==> config.mk <==
export PLATFORM = sky130hd
export DESIGN_NAME = irq_chain_ctrl
export DESIGN_NICKNAME = d
export VERILOG_FILES = /design/src/rtl/irq_chain_pkg.sv /design/src/rtl/irq_stage.sv /design/src/rtl/irq_inservice.sv /design/src/rtl/irq_chain_ctrl.sv
export SDC_FILE = /design/constraint.sdc
export NUM_CORES = 1
export LEC_CHECK = 0
export ABC_AREA = 1
export BUFFER_PORTS_ARGS = -buffer_cell sky130_fd_sc_hd__buf_2
export CAP_MARGIN = 25
export CORE_UTILIZATION = 38
export CTS_CLUSTER_SIZE = 40
export DETAILED_ROUTE_END_ITERATION = 8
export PLACE_DENSITY = 0.74
export SYNTH_ARGS = -nofsm -noshare
export SYNTH_HDL_FRONTEND = slang
export SYNTH_SLANG_ARGS = --single-unit
==> constraint.sdc <==
create_clock -name clk -period 1.4 [get_ports clk]
set_input_delay 0.07 -clock clk [delete_from_list [all_inputs] [get_ports clk]]
set_output_delay 0.07 -clock clk [all_outputs]
set_load 0.005 [all_outputs]
==> src/rtl/irq_chain_pkg.sv <==
package irq_chain_pkg;
  localparam int MAX_STAGES = 32;

  // isolate the least significant set bit
  function automatic logic [MAX_STAGES-1:0] lsb_isolate(input logic [MAX_STAGES-1:0] x);
    return x & (~x + 1'b1);
  endfunction
endpackage

==> src/rtl/irq_stage.sv <==
module irq_stage #(
  parameter int VEC_W = 8
) (
  input  logic             clk,
  input  logic             rst_n,
  input  logic             raise,
  input  logic             allow,
  input  logic             pass_in,
  input  logic [VEC_W-1:0] vec_in,
  output logic             pass_out,
  output logic             grant,
  output logic             elig,
  output logic [VEC_W-1:0] vec_out
);
  logic pending;

  assign elig     = pending & allow;
  assign grant    = pass_in & elig;
  assign pass_out = pass_in & ~elig;
  assign vec_out  = grant ? vec_in : '0;

  always_ff @(posedge clk) begin
    if (!rst_n) pending <= 1'b0;
    else        pending <= (pending & ~grant) | raise;
  end


  pend_clear_chk: assert property (@(posedge clk) disable iff (!rst_n)
    (grant && !raise) |=> !pending);


  pend_keep_chk: assert property (@(posedge clk) disable iff (!rst_n)
    raise |=> pending);
endmodule

==> src/rtl/irq_inservice.sv <==
module irq_inservice
  import irq_chain_pkg::*;
#(
  parameter int N = 4
) (
  input  logic         clk,
  input  logic         rst_n,
  input  logic [N-1:0] grant,
  input  logic         eoi,
  output logic [N-1:0] allow
);
  localparam int PADW = MAX_STAGES - N;

  logic [N-1:0] isr;
  logic [N-1:0] top_bit;
  logic [MAX_STAGES-1:0] iso;

  assign iso     = lsb_isolate({{PADW{1'b0}}, isr});
  assign top_bit = iso[N-1:0];

  always_comb begin
    logic seen;
    seen = 1'b0;
    for (int i = 0; i < N; i++) begin
      seen     = seen | isr[i];
      allow[i] = ~seen;
    end
  end

  always_ff @(posedge clk) begin
    if (!rst_n) isr <= '0;
    else        isr <= (isr & ~(eoi ? top_bit : '0)) | grant;
  end


  isr_set_chk: assert property (@(posedge clk) disable iff (!rst_n)
    (grant != '0) |=> ((isr & $past(grant)) == $past(grant)));


  eoi_one_chk: assert property (@(posedge clk) disable iff (!rst_n)
    (eoi && grant == '0 && isr != '0) |=> ($countones(isr) == $countones($past(isr)) - 1));


  eoi_idle_chk: assert property (@(posedge clk) disable iff (!rst_n)
    (eoi && grant == '0 && isr == '0) |=> (isr == '0));
endmodule

==> src/rtl/irq_chain_ctrl.sv <==
module irq_chain_ctrl #(
  parameter int N     = 4,
  parameter int VEC_W = 8
) (
  input  logic               clk,
  input  logic               rst_n,
  input  logic [N-1:0]       dev_raise,
  input  logic [N*VEC_W-1:0] dev_vec,
  input  logic               int_ack,
  input  logic               eoi,
  output logic               int_req,
  output logic               vec_valid,
  output logic [VEC_W-1:0]   vec_data
);
  logic [N:0]       pass;
  logic [N-1:0]     grant;
  logic [N-1:0]     elig;
  logic [N-1:0]     allow;
  logic [VEC_W-1:0] vec_part [N];
  logic [VEC_W-1:0] vec_any;

  assign pass[0] = int_ack;

  for (genvar i = 0; i < N; i++) begin : g_stage
    irq_stage #(.VEC_W(VEC_W)) u_stage (
      .clk     (clk),
      .rst_n   (rst_n),
      .raise   (dev_raise[i]),
      .allow   (allow[i]),
      .pass_in (pass[i]),
      .vec_in  (dev_vec[i*VEC_W +: VEC_W]),
      .pass_out(pass[i+1]),
      .grant   (grant[i]),
      .elig    (elig[i]),
      .vec_out (vec_part[i])
    );
  end

  irq_inservice #(.N(N)) u_isr (
    .clk  (clk),
    .rst_n(rst_n),
    .grant(grant),
    .eoi  (eoi),
    .allow(allow)
  );

  always_comb begin
    vec_any = '0;
    for (int i = 0; i < N; i++) vec_any = vec_any | vec_part[i];
  end

  assign int_req   = |elig;
  assign vec_valid = int_ack;
  assign vec_data  = !int_ack ? '0 : (pass[N] ? '1 : vec_any);


  one_grant_chk: assert property (@(posedge clk) disable iff (!rst_n)
    $onehot0(grant));


  spurious_vec_chk: assert property (@(posedge clk) disable iff (!rst_n)
    (int_ack && !int_req) |-> (vec_data == '1 && grant == '0));


  ack_grant_chk: assert property (@(posedge clk) disable iff (!rst_n)
    (int_ack && int_req) |-> (grant != '0));
endmodule

Yosys cells after proc, flatten, opt, wreduce, memory -nomap -nowiden
Cells that the tools add are included.

storage, ports and cells
  word-level logic and storage cells = 57
  register bits = 8

operators by class
  add/subtract/negate cells = 1
  bitwise logic cells = 43
  reduce and logical (&&, ||, !) cells = 1
  mux-type cells = 7

operators by type and width
  cell                                                            number
  8-bit 2-to-1 mux                                                6
  8-bit OR                                                        3
  1-bit AND                                                       16
  1-bit inverter                                                  12
  4-bit AND                                                       2
  4-bit inverter                                                  2
  1-bit OR                                                        7
  4-bit by 1-bit adder with 4-bit output (second input constant)  1
  4-bit 2-to-1 mux                                                1
  4-bit OR                                                        1
  4-bit OR reduction                                              1

Longest topological paths before layout
  depth in word-level cells = 11
  mapped depth = 8
  mapped depth without buffers = 8

Hierarchy
Synthesis repeated with hierarchy kept, for this count alone.

unflattened totals
  cells, all modules = 190
  area total of the unflattened synthesis = 939.7 um^2

modules (own cells, without submodules)
  module          cells each  instances  area each (um^2)  sequential area each (um^2)
  irq_stage       28          4          130.1             20.0
  irq_chain_ctrl  54          1          240.2             0.0
  irq_inservice   24          1          178.9             80.1

Least setup slack after synthesis
OpenSTA, ideal clock, no wires.

  kind = flip-flop to flip-flop
  start = register u_isr.isr[0]
  end = register g_stage[1].u_stage.pending
  cell stages (with the launch flop) = 8
  path slack = 0.308 ns
  data required time = 1.280 ns
  buffers on the path = 0
  arrival time = 0.972 ns
  cell sequence = dfxtp_1 -> inv_2 -> nand2_2 -> nand2_4 -> nor2_4 -> inv_2 -> a21oi_1 -> nor2_1

between the ends
  longest elaborated chain between the ends = 8
  elaborated cells on any way between the ends = 11
  those cells by class = 11 x bitwise

RTL lines
  element                 RTL line             RTL
  start, declared         irq_inservice.sv:14  logic [N-1:0] isr;
  start signal, assigned  irq_inservice.sv:32  else isr <= (isr & ~(eoi ? top_bit : '0)) | grant;
  1-bit inverter          irq_inservice.sv:26  allow[i] = ~seen;
  1-bit AND               irq_stage.sv:17      assign elig = pending & allow;
  1-bit inverter          irq_stage.sv:19      assign pass_out = pass_in & ~elig;
  1-bit AND               irq_stage.sv:19
  1-bit AND (*)           irq_stage.sv:18      assign grant = pass_in & elig;
  1-bit inverter (*)      irq_stage.sv:24      else pending <= (pending & ~grant) | raise;
  1-bit AND (*)           irq_stage.sv:24
  1-bit OR (*)            irq_stage.sv:24
  end signal, assigned    irq_stage.sv:24
  end, declared           irq_stage.sv:15      logic pending;

Every way passes the cells marked *; elsewhere a longest branch is shown, timed or not.
A chain may end at the register's enable or synchronous reset.

Worst setup path in the final report
  start = register u_isr.isr[0]
  end = output port vec_data[4]

between the ends
  longest elaborated chain between the ends = 11
  elaborated cells on any way between the ends = 32
  those cells by class = 6 x mux; 26 x bitwise

RTL lines
  element                                         RTL line                                  RTL
  1-bit inverter or 1-bit OR (tied branches)      irq_inservice.sv:26, irq_inservice.sv:25
  1-bit AND, or another cell as far along         irq_stage.sv:17
  1-bit inverter, or another cell as far along    irq_stage.sv:19
  1-bit AND, or another cell as far along         irq_stage.sv:19
  1-bit AND, or another cell as far along         irq_stage.sv:18
  8-bit 2-to-1 mux, or another cell as far along  irq_stage.sv:20                           assign vec_out = grant ? vec_in : '0;
  8-bit OR, or another cell as far along          irq_chain_ctrl.sv:49                      for (int i = 0; i < N; i++) vec_any = vec_any | vec_part[i];
  8-bit OR or 8-bit 2-to-1 mux (tied branches)    irq_chain_ctrl.sv:49, irq_stage.sv:20
  8-bit OR                                        irq_chain_ctrl.sv:49
  8-bit 2-to-1 mux (*) (2 in series)              irq_chain_ctrl.sv:54                      assign vec_data = !int_ack ? '0 : (pass[N] ? '1 : vec_any);
  end, declared                                   irq_chain_ctrl.sv:13                      output logic [VEC_W-1:0] vec_data

Marks and branches as above.

==> results.md <==
* Clock network fraction of total power at 23.2%
* Final Hold Fails at 0
* Critical path startpoint category: flop
* DIE HEIGHT at 43.06 um
* Congestion Overflow GR at 0
* TritonCTS clock tree: built
* Unrepaired setup endpoints after global routing: true
* PD cells at 690.2 nW/um^2
* First-pass DRT Iterations at 4
* # diodes at 0
* Syn Nets at 140
* Die area at 1854 um^2
* Remaining antenna violation count at 0
* Final worst setup slack at -0.1213 ns
* Clock sinks at 8
* Vias in the first global route at 830
* Synth-to-Final Area Change at 64.84%
* CP Cell Sequence: nor2_4, nand4_1, buf_6, o21ai_0, nand3_1, buf_2
* Clk slew on worst S/H paths at 0.05 ns
* Post-synthesis sequential area ratio at 25.00%
* First-pass GRT wire length at 3270 um
* Hold slack final at 0.02884 ns
* Final instance area at 1056 um^2
* Placed inst area at 905.9 um^2
* Dominant cells by area after synthesis: dfxtp_1 (25%), nand2_1 (12%), nand3_1 (8.6%), a21oi_1 (7.0%), inv_1 (7.0%)
* Max-Cap Viols at 0
* Fmax achieved at 0.6573 GHz
* Core Region at 1541 um^2
* CP Max Fanout at 8
* Seq cells post-synth at 8
* Setup TNS at -0.7396 ns
* GRT Total Usage at 23.21%
* Worst-margin pin slew at 0.2993 ns
* Via count at 871
* Hold_buf cts at 0
* Top Ports at 50
* FP Rows at 14
* Dominant synthesized flop cell: dfxtp_1
* Netlist cell types at 18
* Comb power frac at 41.6%
* Cells after synthesis at 100
* DP HPWL at 1530 um
* Ys Warns at 0
* Final Max Tran Viols at 0
* Clk root buf: clkbuf_4
* Pin count of the biggest net entering global routing at 9
* Period utilization at 108.7%
* Status: finished, violations left
* Slew margin rel. at 80.02%
* Slowest CP cell: dfxtp_4
* Switching Fraction at 33.20%
* Flop pwr share at 35.2%
* Type of the most critical hold path: input pin to flop
* Power Internal at 486.9 uW
* Mapped Area at 640.6 um^2
* Data required time at the worst endpoint at 1.33 ns
* Initial antenna violation count at 0
* RD Place Congestion at 0.8187
* Die X at 43.06 um
* Residual DRC count at 0
* Arr. time, crit path at 1.45 ns
* Initial DRC count at 17
* Total CTS buffers at 3
* Skew-Pair Late Insertion Delay at 0.25 ns
* CP Class: flop to output pin
* Tmin final at 1.521 ns
* Setup violators final at 9
* Avg Cell Area, Syn at 6.406 um^2
* Nets at 200
* Initial Util at 41.56%
* CTS Buffer Depth at 2
* Avg WL per Cell at 11.33 um
* Synth area leader: dfxtp_1
* Most numerous cell in the Yosys netlist: nand2_1
* Pleak at 0.5652 nW
* Layout cell share with drive strength beyond 1 at 52.53%
* EDFF count, synth at 0
* Vias per cell at 5.006
* Post-Route WL at 1972 um
* Commonest cells in the netlist: nand2_1 (20), inv_1 (12), nand3_1 (11)
* Skew final at 0.002181 ns
* Switching pwr at 242.0 uW
* IO Port Bufs at 49
* Crit path largest cell delay at 0.36 ns
* DP Worst Slack at 0.04715 ns
* Crit end category: output pin
* Htree depth at 1
* Failing checks: negative setup slack
* Setup slack, reg-to-reg at 0.08 ns
* Peak VDD IR at 0.0004994 V
* Synth top area share at 25.00%
* Fraction of registers with async set/reset at 0%
* Pwr Total at 728.9 uW
power by group through the flow:
stage          logic, mW  registers [mW]  clock network (mW)
6_report           0.304           0.257               0.169
5_1_grt            0.336           0.258               0.195
4_1_cts            0.297           0.256               0.180
3_5_place_dp       0.257           0.258                   0
3_3_place_gp       0.248           0.258                   0
2_1_floorplan      0.142           0.256                   0
area by class of cell:
cell class / instances / area (um^2)
fillers: 134 / 485.5
well taps: 16 / 20.02
inverters: 15 / 66.31
clock buffers: 3 / 22.52
flip-flops and latches: 8 / 165.2
multi-input cells: 76 / 469.2
repair buffers: 56 / 312.8
worst paths after layout:
check | endpoint | depth (start not counted) | from
max | vec_data[4] | 6 | u_isr.isr[0]
min | g_stage[2].u_stage.pending | 3 | dev_raise[2]
max reg2reg | g_stage[1].u_stage.pending | 8 | u_isr.isr[0]
min reg2reg | u_isr.isr[3] | 2 | u_isr.isr[3]
state kept, by name, indices dropped and copies added, names as in the netlist:
name and count:
g_stage.u_stage.pending 4, u_isr.isr 4
critical path: cells and delay by family, from the launching register on:
| kind | cells | cell delay [ns] |
|---|---|---|
| AO/OA/AOI/OAI | 1 | 0.16 |
| buffers and inverters | 2 | 0.29 |
| flip-flops | 1 | 0.36 |
| AND/OR/NAND/NOR | 3 | 0.39 |
metal layers:
layer	vias to the layer above	routed length [um]	GRT usage (%)
met1	375	794	25.39
met3	5	172	4.681
met2	38	966	42.12
met4	0	38	10.91
met5	-	0	0
li1	453	-	-
logic make-up after synthesis:
logic type             after synthesis  synth area share (%)
DFF                                  8                 25.00
and+or+nand+nor                     54                 45.70
AOI/OAI and AO/OA                   22                 19.14
buffers and inverters               16                 10.16
what timing repair did:
item	4_1_cts	5_1_grt
endpoints found under the setup margin	9	10
setup buffers	6	1
pin swaps	7	2
gates resized for setup	22	7
per-stage QoR:
step,util (%),std cells
final,68.51,174
after global routing,68.51,174
after CTS,67.21,174
after detailed placement,58.77,165
after global placement,58.77,165
after floorplan,-,100
placed cells by master, fill, tap and decap left out, types with 2 or more instances in the layout:
| cell | Yosys | final |
|---|---|---|
| buf_2 | 0 | 49 |
| nand2_1 | 20 | 19 |
| inv_1 | 12 | 11 |
| nand3_1 | 11 | 11 |
| a21oi_1 | 9 | 8 |
| nor2_1 | 9 | 7 |
| dfxtp_1 | 8 | 6 |
| nand2_4 | 2 | 4 |
| nand4_1 | 4 | 4 |
| o21ai_0 | 8 | 4 |
| a22oi_2 | 0 | 4 |
| o21ai_1 | 0 | 4 |
| buf_6 | 0 | 4 |
| nor2_4 | 2 | 3 |
| clkbuf_4 | 0 | 3 |
| buf_4 | 1 | 3 |
| inv_4 | 0 | 2 |
| nor2_2 | 1 | 2 |
No activity file was read; power rests on OpenSTA's default activity.
